$ cat src/rtl/sidf_pkg.sv
package sidf_pkg;
  localparam int WORD_W   = 32;
  localparam int SPAN_POS = 29;

  typedef enum logic {
    SIDF_EXACT   = 1'b0,
    SIDF_PATTERN = 1'b1
  } sidf_mode_e;
endpackage

$ cat src/rtl/sidf_rst_sync.sv
module sidf_rst_sync (
  input  logic clk,
  input  logic rst_n,
  output logic rst_sync_n
);
  logic [1:0] sync_q;
  logic [1:0] sync_d;

  always_comb sync_d = {sync_q[0], 1'b1};

  always_ff @(posedge clk or negedge rst_n) begin
    if (!rst_n) sync_q <= 2'b00;
    else        sync_q <= sync_d;
  end

  assign rst_sync_n = sync_q[1];
endmodule

$ cat src/rtl/sidf_cfg_reg.sv
module sidf_cfg_reg
  import sidf_pkg::*;
#(
  parameter int SID_W   = 16,
  parameter int NUM_CTR = 4,
  parameter int IDX     = 0,
  localparam int IDX_W  = (NUM_CTR > 1) ? $clog2(NUM_CTR) : 1
) (
  input  logic             clk,
  input  logic             rst_n,
  input  logic             cfg_we,
  input  logic [IDX_W-1:0] cfg_idx,
  input  logic [SID_W-1:0] wr_match,
  input  logic             wr_span,
  input  logic             ctr_en,
  output sidf_mode_e       mode_q,
  output logic [SID_W-1:0] match_q
);
  logic             load;
  sidf_mode_e       mode_d;
  logic [SID_W-1:0] match_d;

  always_comb begin
    load    = cfg_we && (cfg_idx == IDX_W'(IDX)) && !ctr_en;
    mode_d  = mode_q;
    match_d = match_q;
    if (load) begin
      mode_d  = wr_span ? SIDF_PATTERN : SIDF_EXACT;
      match_d = wr_match;
    end
  end

  always_ff @(posedge clk or negedge rst_n) begin
    if (!rst_n) begin
      mode_q  <= SIDF_PATTERN;
      match_q <= '1;
    end else if (load) begin
      mode_q  <= mode_d;
      match_q <= match_d;
    end
  end

  // an enabled counter keeps its configuration
  a_r7_locked_when_enabled: assert property (@(posedge clk) disable iff (!rst_n)
    ctr_en |=> ($stable(match_q) && $stable(mode_q)));

  // writes addressed elsewhere leave this configuration alone
  a_r10_other_index_stable: assert property (@(posedge clk) disable iff (!rst_n)
    !(cfg_we && (cfg_idx == IDX_W'(IDX))) |=> ($stable(match_q) && $stable(mode_q)));
endmodule

$ cat src/rtl/sidf_match.sv
module sidf_match
  import sidf_pkg::*;
#(
  parameter int SID_W = 16
) (
  input  logic             clk,
  input  logic             rst_n,
  input  sidf_mode_e       mode,
  input  logic [SID_W-1:0] match,
  input  logic [SID_W-1:0] sid,
  output logic             hit
);
  logic [SID_W-1:0] ignore_mask;
  logic [SID_W-1:0] care_mask;

  always_comb begin
    // lowest zero bit and the ones below it; all ones wraps to a full mask
    ignore_mask = match ^ (match + SID_W'(1));
    care_mask   = (mode == SIDF_PATTERN) ? ~ignore_mask : '1;
    hit         = ((sid ^ match) & care_mask) == '0;
  end

  // exact mode only hits on equality
  a_r3_exact_equal: assert property (@(posedge clk) disable iff (!rst_n)
    (mode == SIDF_EXACT && hit) |-> (sid == match));

  // all-ones pattern always hits
  a_r5_all_ones_hits: assert property (@(posedge clk) disable iff (!rst_n)
    (mode == SIDF_PATTERN && (&match)) |-> hit);

  // a zero in bit 0 ignores exactly that one bit
  a_r4_single_bit_field: assert property (@(posedge clk) disable iff (!rst_n)
    (mode == SIDF_PATTERN && !match[0]) |-> (hit == (sid[SID_W-1:1] == match[SID_W-1:1])));
endmodule

$ cat src/rtl/sidf_bank.sv
module sidf_bank
  import sidf_pkg::*;
#(
  parameter int SID_W   = 16,
  parameter int NUM_CTR = 4,
  localparam int IDX_W  = (NUM_CTR > 1) ? $clog2(NUM_CTR) : 1
) (
  input  logic               clk,
  input  logic               rst_n,
  input  logic               cfg_we,
  input  logic [IDX_W-1:0]   cfg_idx,
  input  logic [31:0]        cfg_match,
  input  logic [31:0]        cfg_type,
  input  logic [NUM_CTR-1:0] ctr_en,
  input  logic               global_mode,
  input  logic               ev_valid,
  input  logic [SID_W-1:0]   ev_sid,
  output logic [NUM_CTR-1:0] ev_pass
);
  logic             rst_sync_n;
  sidf_mode_e       mode_q  [NUM_CTR];
  logic [SID_W-1:0] match_q [NUM_CTR];
  logic [NUM_CTR-1:0] hit;

  sidf_rst_sync u_rst_sync (
    .clk        (clk),
    .rst_n      (rst_n),
    .rst_sync_n (rst_sync_n)
  );

  generate
    if (SID_W < WORD_W) begin : g_unused_hi
      logic unused_hi;
      assign unused_hi = ^{cfg_match[WORD_W-1:SID_W], cfg_type[WORD_W-1:SPAN_POS+1],
                           cfg_type[SPAN_POS-1:0]};
    end else begin : g_unused_full
      logic unused_ty;
      assign unused_ty = ^{cfg_type[WORD_W-1:SPAN_POS+1], cfg_type[SPAN_POS-1:0]};
    end
  endgenerate

  generate
    for (genvar i = 0; i < NUM_CTR; i++) begin : g_ctr
      sidf_mode_e       sel_mode;
      logic [SID_W-1:0] sel_match;

      sidf_cfg_reg #(.SID_W(SID_W), .NUM_CTR(NUM_CTR), .IDX(i)) u_cfg (
        .clk      (clk),
        .rst_n    (rst_sync_n),
        .cfg_we   (cfg_we),
        .cfg_idx  (cfg_idx),
        .wr_match (cfg_match[SID_W-1:0]),
        .wr_span  (cfg_type[SPAN_POS]),
        .ctr_en   (ctr_en[i]),
        .mode_q   (mode_q[i]),
        .match_q  (match_q[i])
      );

      always_comb begin
        sel_mode  = global_mode ? mode_q[0]  : mode_q[i];
        sel_match = global_mode ? match_q[0] : match_q[i];
      end

      sidf_match #(.SID_W(SID_W)) u_match (
        .clk   (clk),
        .rst_n (rst_sync_n),
        .mode  (sel_mode),
        .match (sel_match),
        .sid   (ev_sid),
        .hit   (hit[i])
      );
    end
  endgenerate

  assign ev_pass = hit & {NUM_CTR{ev_valid}};

  // no qualified strobe without an event
  a_r2_no_pass_when_idle: assert property (@(posedge clk) disable iff (!rst_sync_n)
    !ev_valid |-> (ev_pass == '0));

  // global mode makes all counters agree
  a_r8_global_uniform: assert property (@(posedge clk) disable iff (!rst_sync_n)
    global_mode |-> (ev_pass == {NUM_CTR{ev_pass[0]}}));
endmodule

$ cat config.mk
export PLATFORM = sky130hd
export DESIGN_NAME = sidf_bank
export DESIGN_NICKNAME = d
export VERILOG_FILES = /design/src/rtl/sidf_pkg.sv /design/src/rtl/sidf_rst_sync.sv /design/src/rtl/sidf_cfg_reg.sv /design/src/rtl/sidf_match.sv /design/src/rtl/sidf_bank.sv
export SDC_FILE = /design/constraint.sdc
export NUM_CORES = 1
export LEC_CHECK = 0
export ABC_AREA = 0
export BUFFER_PORTS_ARGS = -buffer_cell sky130_fd_sc_hd__buf_2
export CELL_PAD_IN_SITES_DETAIL_PLACEMENT = 0
export CELL_PAD_IN_SITES_GLOBAL_PLACEMENT = 1
export CORE_ASPECT_RATIO = 0.5
export CORE_MARGIN = 5
export CORE_UTILIZATION = 44
export CTS_BUF_LIST = sky130_fd_sc_hd__clkbuf_4 sky130_fd_sc_hd__clkbuf_8 sky130_fd_sc_hd__clkbuf_16
export DETAILED_ROUTE_END_ITERATION = 16
export PLACE_DENSITY_LB_ADDON = 0.2
export SYNTH_ARGS = -nofsm -noshare
export SYNTH_HDL_FRONTEND = slang
export SYNTH_SLANG_ARGS = --single-unit
$ cat constraint.sdc
create_clock -name clk -period 3.04 [get_ports clk]
set_input_delay 0.304 -clock clk [delete_from_list [all_inputs] [get_ports clk]]
set_output_delay 0.304 -clock clk [all_outputs]
set_load 0.02 [all_outputs]
# Word level (Yosys, flattened, before mapping)

Index checks and enable logic that the tools add are counted.

Bitwise logic cells: 17
Equality and inequality tests: 3
Reductions and logical operators: 17
Mux-type cells: 11
$add $sub $neg: 4

Operators by type and width:

| cell                  | count |
|---|---|
| $xor 16x16->16        | 8 |
| $mux 16               | 7 |
| $add 16x1->16 const B | 4 |
| $and 16x16->16        | 4 |
| $logic_not 16->1      | 4 |
| $not 16->16           | 4 |
| $logic_and 1x1->1     | 8 |
| $and 4x4->4           | 1 |
| $eq 2x2->1 const B    | 2 |
| $logic_not 1->1       | 4 |
| $mux 1                | 4 |
| $eq 2x1->1 const B    | 1 |
| $logic_not 2->1       | 1 |

Word-level logic and storage cells: 61
Bits of input ports: 91
Output and inout port bits: 4
Register bits: 70

# Depth between registers and ports, before layout

Gate-level depths: netlist of the first run.

Depth in word-level cells: 8
Mapped depth: 9
Depth with buffers taken out: 7

# Modules after synthesis

From an unflattened synthesis of the first run, not the netlist that was laid out.

Cell total of the unflattened synthesis: 441
Area, all modules: 5365.1 um^2

Modules (own cells, without submodules):

| module                             | area an instance (um^2) | sequential area each (um^2) | cells each | instances |
|---|---|---|---|---|
| sidf_cfg_reg at g_ctr[1].u_cfg ... | 719.4                   | 446.7                       | 37         | 2 |
| sidf_match at g_ctr[0].u_match ... | 395.4                   | 0.0                         | 57         | 3 |
| sidf_bank                          | 898.4                   | 0.0                         | 61         | 1 |
| sidf_cfg_reg at g_ctr[3].u_cfg     | 710.7                   | 446.7                       | 36         | 1 |
| sidf_cfg_reg at g_ctr[0].u_cfg     | 673.1                   | 446.7                       | 36         | 1 |
| sidf_match at g_ctr[3].u_match     | 404.1                   | 0.0                         | 60         | 1 |
| sidf_rst_sync                      | 53.8                    | 50.0                        | 3          | 1 |

# Worst setup path after synthesis of the first run

No wires, ideal clock.

Path type: register to output
Start: register g_ctr[0].u_cfg.match_q[1]
End: output ev_pass[0]
Slack: 403 ps
Path buffers: 1
Arrival time: 2333 ps
Cell stages (with the launch flop): 7
Path through: dfstp_2 clkbuf_1 nand4_1 nor4_1 a31oi_1 or3_1 nor4_1

Longest elaborated chain between the ends: 7

Ends and longest elaborated chain:

| item                   | RTL line           | text |
|---|---|---|
| start, declared        | sidf_cfg_reg.sv:17 | `output logic [SID_W-1:0] match_q` |
| start signal, assigned | sidf_cfg_reg.sv:39 | `match_q <= match_d;` |
| $add 16x1->16          | sidf_match.sv:18   | `ignore_mask = match ^ (match + SID_W'(1));` |
| $xor 16x16->16         | sidf_match.sv:18   |  |
| $not 16->16            | sidf_match.sv:19   | `care_mask = (mode == SIDF_PATTERN) ? ~ignore_mask : '1;` |
| $mux 16                | sidf_match.sv:19   |  |
| $and 16x16->16 (*)     | sidf_match.sv:20   | `hit = ((sid ^ match) & care_mask) == '0;` |
| $logic_not 16->1 (*)   | sidf_match.sv:20   |  |
| $and 4x4->4 (*)        | sidf_bank.sv:75    | `assign ev_pass = hit & {NUM_CTR{ev_valid}};` |
| end, declared          | sidf_bank.sv:18    | `output logic [NUM_CTR-1:0] ev_pass` |

Mark *: on every way between the ends. The rest lies on a longest branch, timed or not.

# Worst setup path after layout of the first run

Start: register g_ctr[0].u_cfg.match_q[4]
End: output ev_pass[3]

Longest elaborated chain between the ends: 8

Ends and longest elaborated chain:

| item                 | RTL line         | text |
|---|---|---|
| $mux 16 (*)          | sidf_bank.sv:61  | `sel_match = global_mode ? match_q[0] : match_q[i];` |
| $add 16x1->16        | sidf_match.sv:18 |  |
| $xor 16x16->16       | sidf_match.sv:18 |  |
| $not 16->16          | sidf_match.sv:19 |  |
| $mux 16              | sidf_match.sv:19 |  |
| $and 16x16->16 (*)   | sidf_match.sv:20 |  |
| $logic_not 16->1 (*) | sidf_match.sv:20 |  |
| $and 4x4->4 (*)      | sidf_bank.sv:75  |  |

Marks and branches as above.

==> results of run 1 <==
==> path summary, 6_finish.rpt <==
kind | to | slack [ns] | cells past startpoint
max | ev_pass[3] | 0.09 | 8
min | g_ctr[1].u_cfg.match_q[14] | 0.20 | 3
max reg2reg | g_ctr[2].u_cfg.match_q[5] | 1.73 | 1
min reg2reg | u_rst_sync.sync_q[1] | 0.35 | 0
max in group asynchronous | g_ctr[2].u_cfg.match_q[5] | 1.73 | 1
min in group asynchronous | u_rst_sync.sync_q[0] | 0.27 | 2
==> logic make-up after synthesis <==
group	after synthesis
fa+ha+maj	1
simple gates	127
compound gates	96
xor+xnor	65
flops	70
buf+inv	47
mux	105
other cells	1
==> what timing repair did <==
action	4_1_cts	5_1_grt
endpoints found under the setup margin	3	4
resized for setup	6	16
pin swaps	2	9
hold buffers	1	0
setup buffers	1	18
hold endpoints to repair	2	0
cloned	0	0
==> metal layers <==
| layer | GRT usage, % | share of wire, % | vias up |
|---|---|---|---|
| met1 | 36.1 | 52 | 2175 |
| met4 | 4.03 | 1.2 | 0 |
| met2 | 30.3 | 39 | 155 |
| met5 | 0 | 0 | - |
| met3 | 5.58 | 7.2 | 17 |
| li1 | - | - | 2031 |
==> placed cells by master (no fill, tap or decap), types with 4 or more instances in the layout <==
cell type  synthesis  final
buf_4              2     39
nor3_1             9      8
nand2_1           31     30
clkbuf_16          0      9
and3_1             4      4
nor2_1             9      9
xnor2_1           51     51
o22ai_1            6      6
a32o_1             4      4
nand4_1           14     14
a21oi_1           13     12
inv_1              7      7
mux2i_1           40     40
nor4_1             5      4
a31oi_1            5      5
buf_2              9     46
a22oi_2            1      4
o21ai_0           19     17
dfstp_2           68     68
nand2b_1           6      6
nand3b_1          12     12
o211ai_1           4      4
a22oi_1            8      5
or3_1              4      4
nor2b_1            5      5
mux2_2            65     65
nand3_1           14     11
a21boi_0           5      4
xor2_1            14     14
==> power groups by stage <==
stage,registers [W],clock network (W),logic [W]
after floorplan,0.00142,0,0.000961
after global placement,0.00162,0,0.00114
after detailed placement,0.00163,0,0.00115
after CTS,0.00161,0.00111,0.00118
after global routing,0.00164,0.00115,0.00143
final,0.00160,0.00108,0.00132
==> through the flow <==
stage | cells | power [W] | area, um2 | hold slack, ns | worst slack [ns]
floorplan | 512 | 0.00238 | 5200 | 0.00841 | 0.403
global route | 745 | 0.00422 | 6210 | 0.211 | -0.0142
finish | 745 | 0.00400 | 6210 | 0.204 | 0.0899
detailed placement | 709 | 0.00278 | 5660 | 0.0917 | 0.0615
global placement | 709 | 0.00277 | 5660 | 0.0910 | 0.0428
CTS | 727 | 0.00390 | 6000 | 0.198 | 0.0114
==> final cells by class <==
type | count | area, um2 | area share (%)
flip-flops and latches | 70 | 1840 | 29.6
inverters | 8 | 30.0 | 0.483
well taps | 165 | 206 | 3.32
repair buffers | 91 | 601 | 9.67
multi-input cells | 395 | 3230 | 52.0
clock buffers | 11 | 246 | 3.97
clock inverters | 5 | 60.1 | 0.967
==> state kept, by name (all words and copies together) (netlist names) <==
register	count
u_rst_sync.sync_q	2
g_ctr.u_cfg.mode_q	4
g_ctr.u_cfg.match_q	64
==> flow_summary.ini, run 1 <==
[worst_setup_path]
critical_path_required_ns = 2.74
launching_instance_or_port_of_the_critical_path = g_ctr[0].u_cfg.match_q[4]
path_buf_inv = 2
cp-end-kind = primary output
reg2reg_from = u_rst_sync.sync_q[1]
critical_path.startpoint_type = flip-flop
cp_max_fo = 6
critical_path_class = flip-flop to primary output
chain_of_cells_forming_the_critical_path = buf_4 > and3_1 > a32o_1 > nand4_1 > a221oi_2 > nand4_1 > a211oi_2 > buf_2
crit_path_frequent_cell = nand4_1
timing.critical_path.slowest_cell_delay_ns = 0.62
worst_path_max_delay_cell = dfstp_2
crit_arrival_ns = 2.65
path_delay_family = compound AO/OA/AOI/OAI gates

[clocking]
tritoncts.num_buffers = 9
root_buffer = clkbuf_16
clock_tree.buffer_depth = 2
clkTransAtPathRegs_ns = 0.06
cts_sinks = 70
insertion_delay_ns = 0.34
cts_tree = done
h-tree-depth = 3

[run]
timing.max_cap.violations = 0

[logic_synthesis]
synth_top_cells_by_area = dfstp_2, mux2_2, xnor2_1
synth.distinct_cells = 63
synthArstFlopShare_pct = 100
synth-edff-count = 0
yosysSeqAreaShare_pct = 35.3
synth-compound-area-share_pct = 12.9
syn-instance-count = 512
post-synth-top-area-cell = dfstp_2
yosys-top-cells-count = dfstp_2, mux2_2, xnor2_1
mappedNetlistArea_um2 = 5200
synthSimpleGateAreaFrac_pct = 14.2
mux_contribution_to_synthesized_area_pct = 21.8
synthesis.nets = 604
arithmetic_cell_share_of_the_synthesized_area_counting_full_adders_half_adders_and_majority_gates_pct = 0.241
largest_family_of_logic_cells_by_synthesized_area = multiplexers
synth-warning-count = 0
yosys.area_share.xor_xnor_pct = 10.9
synth_top_cell_area_share_pct = 34.3
most_common_flop_cell_mapped_by_yosys = dfstp_2
post-synth-top-count-cell = dfstp_2
avgSynthCellArea_um2 = 10.2
synth.ff_latch_count = 70

[die]
io_pins = 95
core.rowCount = 28
floorplan.die.height_um = 86.9
start_util_pct = 44.5
fp.dieW_um = 164
coreArea_um2 = 11700
die_area_um2 = 14200

[pwr]
share_clk_of_total_power_pct = 27.0
static-leakage-power_nw = 2.40
internal_power_w = 0.00261
power.density_cell_area_nw_per_um2 = 644
netSwitchingPower_w = 0.00139
power.switching_fraction_pct = 34.6
pwr-share-seq_pct = 40.0
comb_power_share_pct = 32.9
ir_drop_uv = 283

[drt]
drt-pass1-iter-count = 5
ant_nets = 0
route.detailed.wl_per_inst_um = 21.4
dr_total_vias = 4378
route.final.wire_length_mm = 15.9
vias_per_cell = 5.88
first_iter_violations = 384
drc_violations = 0

[placed_design]
dpl.hpwl_mm = 11.5
io_buffers = 47
place_congestion = 0.915

[sta]
final_max_slew_viol_count = 0
slew_headroom_pct = 49.6
skew_ns = 0.00632
final-setup-viol-count = 0
timing_hold_violations_final = 0
max_freq_ghz = 0.339
timing.setup.tns_ns = 0
final_period_minus_worst_setup_slack_ns = 2.95
period_utilization_post_route_pct = 97.0
timing_worst_slew_pin_value_ns = 0.756

[global_route]
grt_first_pass_wirelength_mm = 24.3
grtUsageTotal_pct = 22.6
grt_pass1_vias = 4079
grt_start_max_net_pins = 40
globalRoute.totalOverflow = 0
antenna_found_initial = 0

[hold_path]
timing.hold.worst.start = cfg_match[14]
worstHoldPathType = input port to flip-flop

[final_layout]
num-nets-final = 667
antenna_cells_inserted = 0
filler_instances = 1126
layout-drive-gt1-share_pct = 45.3
syn_to_final_growth_pct = 19.4
post-route-util_pct = 53.1

[outcome]
result_of_the_run = finished clean
(Power assumes the default switching activity.)
==> run 2, diff against run 1 <==
Settings changed: CORE_UTILIZATION 44 to 38.
==> run 2 against run 1 <==
- count of clock-buffer cells in the layout unchanged
- critical path depth unchanged
- hold slack better by 0.0076 ns
- global-route usage is 2.2 points lower
- clock power grew 4%
- clock skew rose by 0.00071 ns
- sequential cell count unchanged
- via count is 0.94% lower
- maximum frequency decreased by 0.31%
- critical path type unchanged
==> flow_summary.ini, run 2 (same netlist as run 1, synthesis figures left out) <==
[die]
start_util_pct = 38.6
core.rowCount = 30
coreArea_um2 = 13500
io_pins = 95
fp.dieW_um = 175
die_area_um2 = 16300
floorplan.die.height_um = 92.7

[global_route]
grtUsageMet1_pct = 31.9
grt_most_used_layer = met1
grtUsageTotal_pct = 20.4
grt_pass1_vias = 4268
globalRoute.totalOverflow = 0
grt_first_pass_wirelength_mm = 25.5
grt_use_met2_pct = 28.7
antenna_found_initial = 0
global_route.usage.met3_pct = 4.00
grt_start_max_net_pins = 69

[sta]
rsz0062_at_grt = yes
final-setup-viol-count = 0
final_max_slew_viol_count = 0
slew_headroom_pct = 41.0
timing_hold_violations_final = 0
skew_ns = 0.00703
timing_worst_slew_pin_value_ns = 0.886
final_period_minus_worst_setup_slack_ns = 2.96
max_freq_ghz = 0.338
period_utilization_post_route_pct = 97.3

[drt]
drt-pass1-iter-count = 5
route.final.wire_length_mm = 16.5
ant_nets = 0
dr_total_vias = 4337
route.detailed.wl_per_inst_um = 21.6
first_iter_violations = 316
drc_violations = 0
vias_per_cell = 5.71

[final_layout]
layout.cells.most_common = dfstp_2
final_cell_area_um2 = 6230
syn_to_final_growth_pct = 19.7
largest_register_ff_count = 64
layout-drive-gt1-share_pct = 44.9
antenna_cells_inserted = 0
largestRegisters = g_ctr.u_cfg.match_q (64), g_ctr.u_cfg.mode_q (4), u_rst_sync.sync_q (2)
highest_count_cells_in_the_layout_ignoring_fill_and_taps = dfstp_2, mux2_2, xnor2_1, buf_2, buf_4
filler_instances = 1299
post-route-util_pct = 46.2
num-nets-final = 671
regMostFlops = g_ctr.u_cfg.match_q

[worst_setup_path]
path_buf_inv = 2
critical_path.startpoint_type = flip-flop
cp_max_fo = 4
timing.reg2reg.setup_slack_ns = 1.99
critical_path_required_ns = 2.74
timing.critical_path.slowest_cell_delay_ns = 0.56
crit_path_frequent_cell = buf_4
path_delay_family = simple AND/OR/NAND/NOR gates
crit_arrival_ns = 2.66
critical_path_class = flip-flop to primary output
chain_of_cells_forming_the_critical_path = buf_4 > mux2i_1 > xnor2_1 > nor3_1 > nand4_1 > a22o_1 > nor4_2 > buf_4
cp-end-kind = primary output
worst_path_max_delay_cell = dfstp_2

[clocking]
h-tree-depth = 3
root_buffer = clkbuf_16
cts_sinks = 70
clock_tree.buffer_depth = 2
cts_tree = done
insertion_delay_ns = 0.34
clkTransAtPathRegs_ns = 0.06
tritoncts.num_buffers = 9

[hold_path]
worstHoldPathType = input port to flip-flop

[pwr]
static-leakage-power_nw = 2.41
power.density_cell_area_nw_per_um2 = 643
ir_drop_uv = 242
p_total_w = 0.00400

[placed_design]
postPlaceCellArea_um2 = 5790
dpl.hpwl_mm = 12.0
place_congestion = 0.879
io_buffers = 47

[outcome]
result_of_the_run = finished clean

[run]
timing.max_cap.violations = 0
## run 2: changes by cell type in the layout (fill, tap and decap cells not counted), moves of 2 or more
cell / before / now
clkinv_4: 2 / 0
nor4_2: 2 / 4
nand3_2: 3 / 1
inv_6: 0 / 3
nand3_1: 11 / 13
buf_4: 39 / 44
## run 2: final cells by class
type | instances | area [um2] | area share, %
multi-input cells | 395 | 3200 | 51.4
inverters | 8 | 30.0 | 0.482
repair buffers | 95 | 624 | 10.0
flip-flops and latches | 70 | 1840 | 29.5
clock inverters | 5 | 63.8 | 1.02
well taps | 176 | 220 | 3.54
clock buffers | 11 | 253 | 4.06
## run 2: final timing paths
check | start | end | depth (start not counted)
max | g_ctr[0].u_cfg.match_q[5] | ev_pass[2] | 8
max reg2reg | g_ctr[0].u_cfg.match_q[4] | g_ctr[0].u_cfg.match_q[4] | 2
min reg2reg | u_rst_sync.sync_q[0] | u_rst_sync.sync_q[1] | 0
min in group asynchronous | rst_n | u_rst_sync.sync_q[1] | 2
min | cfg_match[1] | g_ctr[2].u_cfg.match_q[1] | 3
max in group asynchronous | u_rst_sync.sync_q[1] | g_ctr[3].u_cfg.match_q[8] | 1
## run 2: worst min-delay path: stages
cell	delay (ns)
buf_2	0.12
nand2_1	0.05
o21ai_0	0.07
## run 2: power by group
part / leakage (nW) / switching, W / internal, W
registers: 0.736 / 0.000268 / 0.00129
logic: 1.52 / 0.000690 / 0.000641
clock network: 0.153 / 0.000428 / 0.000689
total: 2.41 / 0.00138 / 0.00262
## run 2: metal layers
metal / part of all wire, % / up-vias
met1: 53 / 2165
met3: 6.4 / 14
li1: - / 2035
met5: 0 / -
met2: 40 / 123
met4: 0.89 / 0
## run 2: stage by stage
stage	std cells	setup WS (ns)	hold WS, ns	TNS, ns
floorplan	512	0.403	0.00841	0
global placement	736	0.213	0.0900	0
detailed placement	736	0.253	0.0913	0
CTS	754	0.0258	0.202	0
global route	760	-0.0642	0.206	-0.0823
finish	760	0.0806	0.211	0
## run 2: what timing repair did
item                                    4_1_cts  5_1_grt
hold endpoints to repair                      2        0
endpoints found under the setup margin        1        4
setup buffers                                 1        6
pin swaps                                     0        5
hold buffers                                  1        0
gates resized for setup                       1       15
cloned                                        0        0
==> run 3, diff against run 2 <==
Settings changed: BUFFER_PORTS_ARGS -buffer_cell sky130_fd_sc_hd__buf_2 to default, DONT_BUFFER_PORTS from default to 1.
==> run 3 against run 2 <==
- count of clock-buffer cells in the layout down 1
- total power shrank 0.15%
- utilization fell by 2.7 points
- register-to-register slack better by 0.05 ns
- global-route usage decreased by 0.82 points
- clock power up 12%
- final cell count shrank 9.3%
- combinational power is 14% lower
- design area down 5.8%
- maximum frequency down 0.91%
- clock skew is 0.0022 ns higher
- critical path depth is 1 higher
- largest cell class unchanged
==> flow_summary.ini, run 3 (same netlist as run 1, synthesis figures left out) <==
[sta]
slew_headroom_pct = 44.8
timing_hold_violations_final = 0
rsz0062_at_grt = yes
skew_ns = 0.00921
timing.setup.tns_ns = 0
timing_worst_slew_pin_value_ns = 0.828
final-setup-viol-count = 0
max_freq_ghz = 0.335
final_period_minus_worst_setup_slack_ns = 2.99
period_utilization_post_route_pct = 98.2
final_max_slew_viol_count = 0

[die]
floorplan.die.height_um = 92.7
start_util_pct = 38.6
fp.dieW_um = 175
io_pins = 95
die_area_um2 = 16300
coreArea_um2 = 13500
core.rowCount = 30

[final_layout]
highest_count_cells_in_the_layout_ignoring_fill_and_taps = dfstp_2, mux2_2, xnor2_1, mux2i_1, nand2_1
largestRegisters = g_ctr.u_cfg.match_q (64), g_ctr.u_cfg.mode_q (4), u_rst_sync.sync_q (2)
largest_register_ff_count = 64
layout.cells.most_common = dfstp_2
antenna_cells_inserted = 0
num-nets-final = 600
syn_to_final_growth_pct = 12.8
layout-drive-gt1-share_pct = 37.6
fin_cells = 689
regMostFlops = g_ctr.u_cfg.match_q

[clocking]
h-tree-depth = 3
tritoncts.num_buffers = 9
root_buffer = clkbuf_16
insertion_delay_ns = 0.34
clock_tree.buffer_depth = 2
clkTransAtPathRegs_ns = 0.06
cts_sinks = 70
cts_tree = done

[pwr]
power.density_cell_area_nw_per_um2 = 681
ir_drop_uv = 242
static-leakage-power_nw = 2.15

[global_route]
grtUsageTotal_pct = 19.5
grt_first_pass_wirelength_mm = 24.3
grt_pass1_vias = 3908
antenna_found_initial = 0
globalRoute.totalOverflow = 0
grt_start_max_net_pins = 92

[drt]
dr_total_vias = 4084
drc_violations = 0
met3WireLength_mm = 1.34
route.detailed.wl_per_inst_um = 23.0
route.final.wire_length_mm = 15.8
first_iter_violations = 322
wl_met2_mm = 6.38
ant_nets = 0
drt-pass1-iter-count = 5
vias_per_cell = 5.93
routed.top_layer = met4
drt-met1-wl_mm = 7.92

[worst_setup_path]
cp-end-kind = primary output
critical_path_required_ns = 2.74
crit_arrival_ns = 2.68
cp_max_fo = 7
critical_path.startpoint_type = flip-flop
critical_path_class = flip-flop to primary output

[placed_design]
io_buffers = 0
dpl.hpwl_mm = 11.5
dp.cells = 663
place_congestion = 0.920

[hold_path]
worstHoldPathType = input port to flip-flop

[run]
timing.max_cap.violations = 0

[outcome]
result_of_the_run = finished clean
run 3: changes by cell type in the layout (fill, tap and decap cells not counted), moves of 3 or more:
| cell | delta |
|---|---|
| buf_2 | -46 |
| buf_4 | -22 |
| buf_6 | -3 |
| nand3_1 | -3 |
| nand3_2 | +3 |
run 3: timing repair:
item | 4_1_cts | 5_1_grt
resized for setup | 2 | 13
hold buffers | 1 | 0
setup endpoints to repair | 2 | 4
buffers inserted | 0 | 9
pin swaps | 0 | 8
hold endpoints to repair | 2 | 0
gates cloned | 0 | 0
run 3: worst max-delay path, cell delays in order, from the launching register on:
cell,delay (ns)
dfstp_2,0.61
buf_12,0.14
nand4_1,0.10
a222oi_1,0.36
buf_4,0.21
nand4_1,0.11
o21ai_1,0.17
nand3_1,0.13
nor4_4,0.31
buf_4,0.19
run 3: layout make-up:
cell class	instances	area (um2)
clock buffer	10	239
timing repair buffer	24	195
tap	176	220
sequential	70	1840
clock inverter	6	116
multi-input combinational	395	3230
inverter	8	30.0
fill	1304	7610
run 3: final timing paths:
| check | end | cells past startpoint | slack [ns] | startpoint |
|---|---|---|---|---|
| max | ev_pass[2] | 9 | 0.05 | g_ctr[0].u_cfg.match_q[1] |
| min | g_ctr[0].u_cfg.match_q[3] | 2 | 0.07 | cfg_match[3] |
| max reg2reg | g_ctr[0].u_cfg.match_q[3] | 3 | 2.04 | g_ctr[0].u_cfg.match_q[3] |
| min reg2reg | u_rst_sync.sync_q[1] | 0 | 0.35 | u_rst_sync.sync_q[0] |
| max in group asynchronous | g_ctr[2].u_cfg.match_q[8] | 1 | 2.11 | u_rst_sync.sync_q[1] |
| min in group asynchronous | u_rst_sync.sync_q[0] | 1 | 0.19 | rst_n |
run 3: stage by stage:
step	total power [W]	cell area [um2]	setup slack, ns	util [%]	hold slack (ns)
final	0.00400	5870	0.0535	43.5	0.0728
after global routing	0.00421	5870	-0.124	43.5	0.0760
after CTS	0.00395	5720	-0.0126	42.4	0.0632
after detailed placement	0.00267	5340	0.305	39.7	0.00849
after global placement	0.00266	5340	0.285	39.7	0.00849
after floorplan	0.00238	5200	0.403	-	0.00841
run 3: metal layers:
layer  track usage, %  vias up
met5                0        -
met4             4.86        0
met3             5.67       11
met2             26.6      141
met1             29.8     2044
li1                 -     1888
run 3: where the power goes:
part	switching, W	internal [W]
Sequential	0.000307	0.00129
Clock	0.000424	0.000831
Combinational	0.000565	0.000580
Total	0.00130	0.00270
